--- config.mk ---
export PLATFORM = sky130hd
export DESIGN_NAME = pto_timer
export DESIGN_NICKNAME = d
export VERILOG_FILES = /design/src/rtl/pto_pkg.sv /design/src/rtl/pto_prescaler.sv /design/src/rtl/pto_tick_counter.sv /design/src/rtl/pto_timer.sv
export SDC_FILE = /design/constraint.sdc
export NUM_CORES = 1
export LEC_CHECK = 0
export BUFFER_PORTS_ARGS = -buffer_cell sky130_fd_sc_hd__buf_4
export CAP_MARGIN = 20
export CORE_MARGIN = 5
export CORE_UTILIZATION = 34
export CTS_BUF_LIST = sky130_fd_sc_hd__clkbuf_16
export DETAILED_ROUTE_END_ITERATION = 8
export GPL_ROUTABILITY_DRIVEN = 0
export PLACE_DENSITY = 0.55
export SLEW_MARGIN = 40
export SYNTH_ARGS = -nofsm -noshare
export SYNTH_HDL_FRONTEND = slang
export SYNTH_SLANG_ARGS = --single-unit
--- constraint.sdc ---
create_clock -name clk -period 6.7 [get_ports clk]
set_input_delay 0.335 -clock clk [delete_from_list [all_inputs] [get_ports clk]]
set_output_delay 0.335 -clock clk [all_outputs]
set_load 0.1 [all_outputs]
--- src/rtl/pto_pkg.sv ---
package pto_pkg;
  localparam int REG_W    = 16;
  localparam int TO_W     = 12;
  localparam int PS_W     = REG_W - TO_W;
  localparam int PRE_W    = 9;
  localparam int DONE_BIT = 15;
  localparam int RUN_BIT  = 14;
  localparam int HALT_BIT = 0;

  function automatic logic [PRE_W-1:0] prescale_factor(input logic [PS_W-1:0] code);
    logic [PRE_W-1:0] base;
    base = code[0] ? PRE_W'(3) : PRE_W'(1);
    return base << code[PS_W-1:1];
  endfunction
endpackage

--- src/rtl/pto_prescaler.sv ---
module pto_prescaler
  import pto_pkg::*;
(
  input  logic            clk,
  input  logic            rst,
  input  logic            clear,
  input  logic            run,
  input  logic [PS_W-1:0] code,
  output logic            tick
);
  logic [PRE_W-1:0] cnt;
  logic [PRE_W-1:0] last;

  assign last = prescale_factor(code) - PRE_W'(1);
  assign tick = run && (cnt >= last);

  always_ff @(posedge clk) begin
    if (rst || clear)  cnt <= '0;
    else if (run)      cnt <= tick ? '0 : cnt + PRE_W'(1);
  end
endmodule

--- src/rtl/pto_tick_counter.sv ---
module pto_tick_counter
  import pto_pkg::*;
(
  input  logic            clk,
  input  logic            rst,
  input  logic            clear,
  input  logic            tick,
  input  logic [TO_W-1:0] limit,
  output logic            expire
);
  logic [TO_W:0] cnt;
  logic [TO_W:0] cnt_nxt;

  assign cnt_nxt = cnt + (TO_W+1)'(1);
  assign expire  = tick && (cnt_nxt >= {1'b0, limit});

  always_ff @(posedge clk) begin
    if (rst || clear) cnt <= '0;
    else if (tick)    cnt <= cnt_nxt;
  end
endmodule

--- src/rtl/pto_timer.sv ---
module pto_timer
  import pto_pkg::*;
(
  input  logic             clk,
  input  logic             rst,
  input  logic             wr_en,
  input  logic             wr_sel,
  input  logic [REG_W-1:0] wr_data,
  input  logic             rd_sel,
  output logic [REG_W-1:0] rd_data,
  output logic             cpu_halt
);
  logic [PS_W-1:0] ps_q;
  logic [TO_W-1:0] to_q;
  logic            run_q;
  logic            done_q;
  logic            halt_en_q;
  logic            ctrl_wr;
  logic            start;
  logic            tick;
  logic            expire;

  assign ctrl_wr = wr_en && wr_sel;
  assign start   = ctrl_wr && wr_data[RUN_BIT];

  pto_prescaler u_pre (
    .clk(clk), .rst(rst), .clear(start), .run(run_q),
    .code(ps_q), .tick(tick)
  );

  pto_tick_counter u_cnt (
    .clk(clk), .rst(rst), .clear(start), .tick(tick),
    .limit(to_q), .expire(expire)
  );

  always_ff @(posedge clk) begin
    if (rst) begin
      ps_q      <= '0;
      to_q      <= '0;
      run_q     <= 1'b0;
      done_q    <= 1'b0;
      halt_en_q <= 1'b0;
    end else begin
      if (wr_en && !wr_sel) begin
        ps_q <= wr_data[REG_W-1:TO_W];
        to_q <= wr_data[TO_W-1:0];
      end
      if (ctrl_wr) begin
        halt_en_q <= wr_data[HALT_BIT];
        run_q     <= wr_data[RUN_BIT];
        if (wr_data[RUN_BIT]) done_q <= 1'b0;
      end else if (expire) begin
        run_q  <= 1'b0;
        done_q <= 1'b1;
      end
    end
  end

  always_comb begin
    if (rd_sel) begin
      rd_data           = '0;
      rd_data[DONE_BIT] = done_q;
      rd_data[RUN_BIT]  = run_q;
      rd_data[HALT_BIT] = halt_en_q;
    end else begin
      rd_data = {ps_q, to_q};
    end
  end

  assign cpu_halt = run_q && halt_en_q;
endmodule

==> metrics.md <==
| Metric | Value |
|---|---|
| # clock sinks | `41` |
| Vias in the first global route | `around 2200` |
| DP HPWL | `around 4500 µm` |
| N_diodes | `0` |
| Register Area | `a little over 800 µm²` |
| Pleak | `~1.2 nW` |
| Initial drt markers | `~130` |
| Initial antenna violation count | `0` |
| Ys async rst share | `0%` |
| Hold Crit Class | `in2reg` |
| Area of the multi-input gates | `around 1700 µm²` |
| Worst slew pin tran | `between 700 and 800 ps` |
| Total negative slack | `0 ps` |
| NetSw | `161.5 µW` |
| Synth warn | `0` |
| CP top delay family | `compound AO/OA/AOI/OAI gates` |
| Hold Vio Cnt, Final | `0` |
| Routed via count | `about 2200` |
| DRC | `0` |
| Top cells by count, synth | `nand2_1 (52), dfxtp_1 (41), nor2_1 (35)` |
| FF-to-FF path depth | `14` |
| RSZ-0062 raised after global routing | `false` |
| Yosys reg bits | `41` |
| Slowest cell delay on critical path | `roughly 590 ps` |
| Gr ovfl total | `0` |
| Worst Setup Start Kind | `flop` |
| Hold_ws | `309.7 ps` |
| Outcome | `finished, final reports clean` |
| Synthesis-to-layout area growth | `17.99%` |
| Pwr per Cell Area | `about 200 nW/µm²` |
| Die Wd | `roughly 98 µm` |
| Reg2reg end | `done_q` |
| Critical register-to-register path startpoint | `ps_q[1]` |
| Slowest-stage cell, CP | `a2111oi_4` |
| Kind of critical path | `reg2reg` |
| Leading post-synthesis cells by cell area | `dfxtp_1 (31%), ha_1 (11%), nand2_1 (7.4%)` |
| Fin crit share | `around 56%` |
| CP Cell Sequence | `or3_1 -> ha_1 -> xnor2_1 -> nor2_1 -> a31oi_1 -> o21ai_0 -> a31oi_1 -> ha_1 -> a21oi_1 -> nor2_1 -> a2111oi_4 -> a21oi_2 -> o41a_1 -> a22o_1` |
| Io pins | `38` |
| Worst Setup End Kind | `flop` |
| Post-cts sizing count | `0` |
| Logic gate share of total power | `15.8%` |
| Mapped Nets | `374` |
| Total power | `about 620 µW` |
| Cell row count | `32` |
| Count of cell types in the netlist | `43` |
| Internal | `about 460 µW` |
| Router iterations before antenna repair | `4` |
| Design area | `just over 3000 µm²` |
| Area leader, netlist | `dfxtp_1` |
| Antenna violation net count after detailed routing | `0` |
| Initial Utilization | `roughly a third` |
| Max VDD drop | `about 0.00012 V` |
| Crit. Startpoint | `ps_q[1]` |
| Top_reg_cell synth | `dfxtp_1` |
| Fillers | `~770` |
| Setup Buffers After CTS | `0` |
| Drt via density | `4.862` |
| Crit path to | `done_q` |
| Worst Path Buf+Inv | `0` |
| WL final | `5882 µm` |
| Clock Pin Slew Worst Setup and Hold Paths | `around 60 ps` |
| Die H | `98.06 µm` |
| Die footprint | `9615 µm²` |
| Num CTS Buffers | `5` |
| R2r setup slk | `~3000 ps` |
| Port Buffers | `37` |
| Routed len/inst | `between 10 and 15 µm` |
| Root Driver | `clkbuf_16` |
| Max Cap Violations | `0` |
| Synth top area share | `a little over 30%` |
| Synthesized area per cell | `approximately 8 µm²` |
| Area after DPL | `~2900 µm²` |
| Levels on crit path | `14` |
| Mapped Area | `about 2600 µm²` |
| Clk pwr share | `about 43%` |
| Switch share | `26.20%` |
| Dpl ws | `~3000 ps` |
| Clk buf depth | `2` |
| Share of cells above drive strength 1 | `a little under a fifth` |
| F_max | `about 0.27 GHz` |
| Setup Viol. Count Final | `0` |
| Final WS setup | `2969 ps` |
| H-tree depth | `2` |
| Clock latency on the worst-skew pair | `approximately 280 ps` |
| Final net count | `~400` |
| Pin count of the biggest net entering global routing | `22` |
| First-pass GRT wire length | `a little over 10000 µm` |
| Setup Skew | `around 7.5 ps` |
| WP data arrival | `a little under 4000 ps` |
| Final Critical Period | `between 3000 and 4000 ps` |
| Core Footprint | `between 7000 and 8000 µm²` |
| Crit-path max FO | `12` |
| Rel. slew slack | `roughly 47%` |
| Number of synthesized flops with an enable pin | `0` |
| Total GRT Usage | `around an eighth` |
| # hold bufs at CTS | `0` |
| WP data required | `between 6000 and 7000 ps` |
| Sequential share of power | `between 40% and 50%` |
| Fin. max-slew vios | `0` |
| CTS tree | `yes` |
| Synth Instances | `between 300 and 400` |
| Most instantiated library cell after synthesis | `nand2_1` |
| Post-synthesis sequential area ratio | `31.13%` |
[worst register-to-register path, stage by stage (launching register included)]
cell and delay (ps):
dfxtp_1 410, or3_1 440, ha_1 300, xnor2_1 190, nor2_1 50, a31oi_1 140, o21ai_0 90, a31oi_1 170
ha_1 260, a21oi_1 150, nor2_1 80, a2111oi_4 590, a21oi_2 310, o41a_1 220, a22o_1 210
[power groups by stage]
| stage | Sequential [mW] | Combinational, mW | Clock (mW) |
|---|---|---|---|
| final | 0.256 | 0.0971 | 0.263 |
| after global routing | 0.257 | 0.107 | 0.282 |
| after CTS | 0.256 | 0.0976 | 0.271 |
| after detailed placement | 0.262 | 0.0974 | 0 |
| after global placement | 0.261 | 0.0961 | 0 |
| after floorplan | 0.258 | 0.0755 | 0 |
[layout make-up]
type,count,share of cell area [%]
Multi-Input combinational cell,255,53.66
Tap cell,102,4.103
Clock buffer,5,4.023
Inverter,14,1.689
Clock inverter,3,1.207
Sequential cell,41,26.39
Timing Repair Buffer,37,8.930
[metrics by stage]
stage	util [%]	cells
2_1_floorplan	-	329
3_3_place_gp	38.51	449
3_5_place_dp	38.55	449
4_1_cts	40.67	457
5_1_grt	40.67	457
6_report	40.67	457
[state kept, by name (all words and copies together), names as in the netlist]
name and count:
u_cnt.cnt 13, run_q 1, done_q 1, to_q 12, halt_en_q 1, u_pre.cnt 9
ps_q 4
[cell families (layout without fill, tap and decap cells)]
group / after synthesis / in the layout / synth area share [%]
adders and majority gates: 24 / 24 / 11.39
muxes: 5 / 5 / 2.041
and+or+nand+nor: 135 / 135 / 24.59
xor gates and xnor gates: 29 / 29 / 9.635
buffers and inverters: 33 / 59 / 5.648
AOI/OAI and AO/OA: 62 / 62 / 15.57
DFF: 41 / 41 / 31.13
[layout by cell type (no fill, tap or decap), types with 5 or more instances in the layout]
master / netlist / layout
o21ai_0: 8 / 8
ha_1: 24 / 24
nand2_1: 52 / 52
clkbuf_16: 0 / 5
inv_1: 14 / 15
xor2_1: 9 / 9
nand2b_1: 5 / 5
buf_4: 0 / 37
a211oi_1: 6 / 6
a21oi_1: 29 / 29
nor2_1: 35 / 35
nor2_2: 8 / 8
dfxtp_1: 41 / 41
nand3_1: 13 / 13
xnor2_1: 20 / 20
[worst min path at each step]
| stage | cells past startpoint | to | start |
|---|---|---|---|
| floorplan | 2 | to_q[10] | to_q[10] |
| global placement | 2 | to_q[4] | to_q[4] |
| detailed placement | 2 | to_q[8] | to_q[8] |
| CTS | 3 | to_q[4] | wr_data[4] |
| global route | 3 | to_q[8] | wr_data[8] |
| finish | 3 | ps_q[3] | wr_data[15] |
[routing by layer]
| metal | track usage (%) | up-vias | part of all wire (%) |
|---|---|---|---|
| li1 | - | 1162 | - |
| met1 | 17.52 | 1026 | 49 |
| met2 | 21.15 | 29 | 47 |
| met3 | 2.500 | 5 | 2.8 |
| met4 | 3.834 | 0 | 1.2 |
| met5 | 0 | - | 0 |
Power figures use the tool's default switching activity.
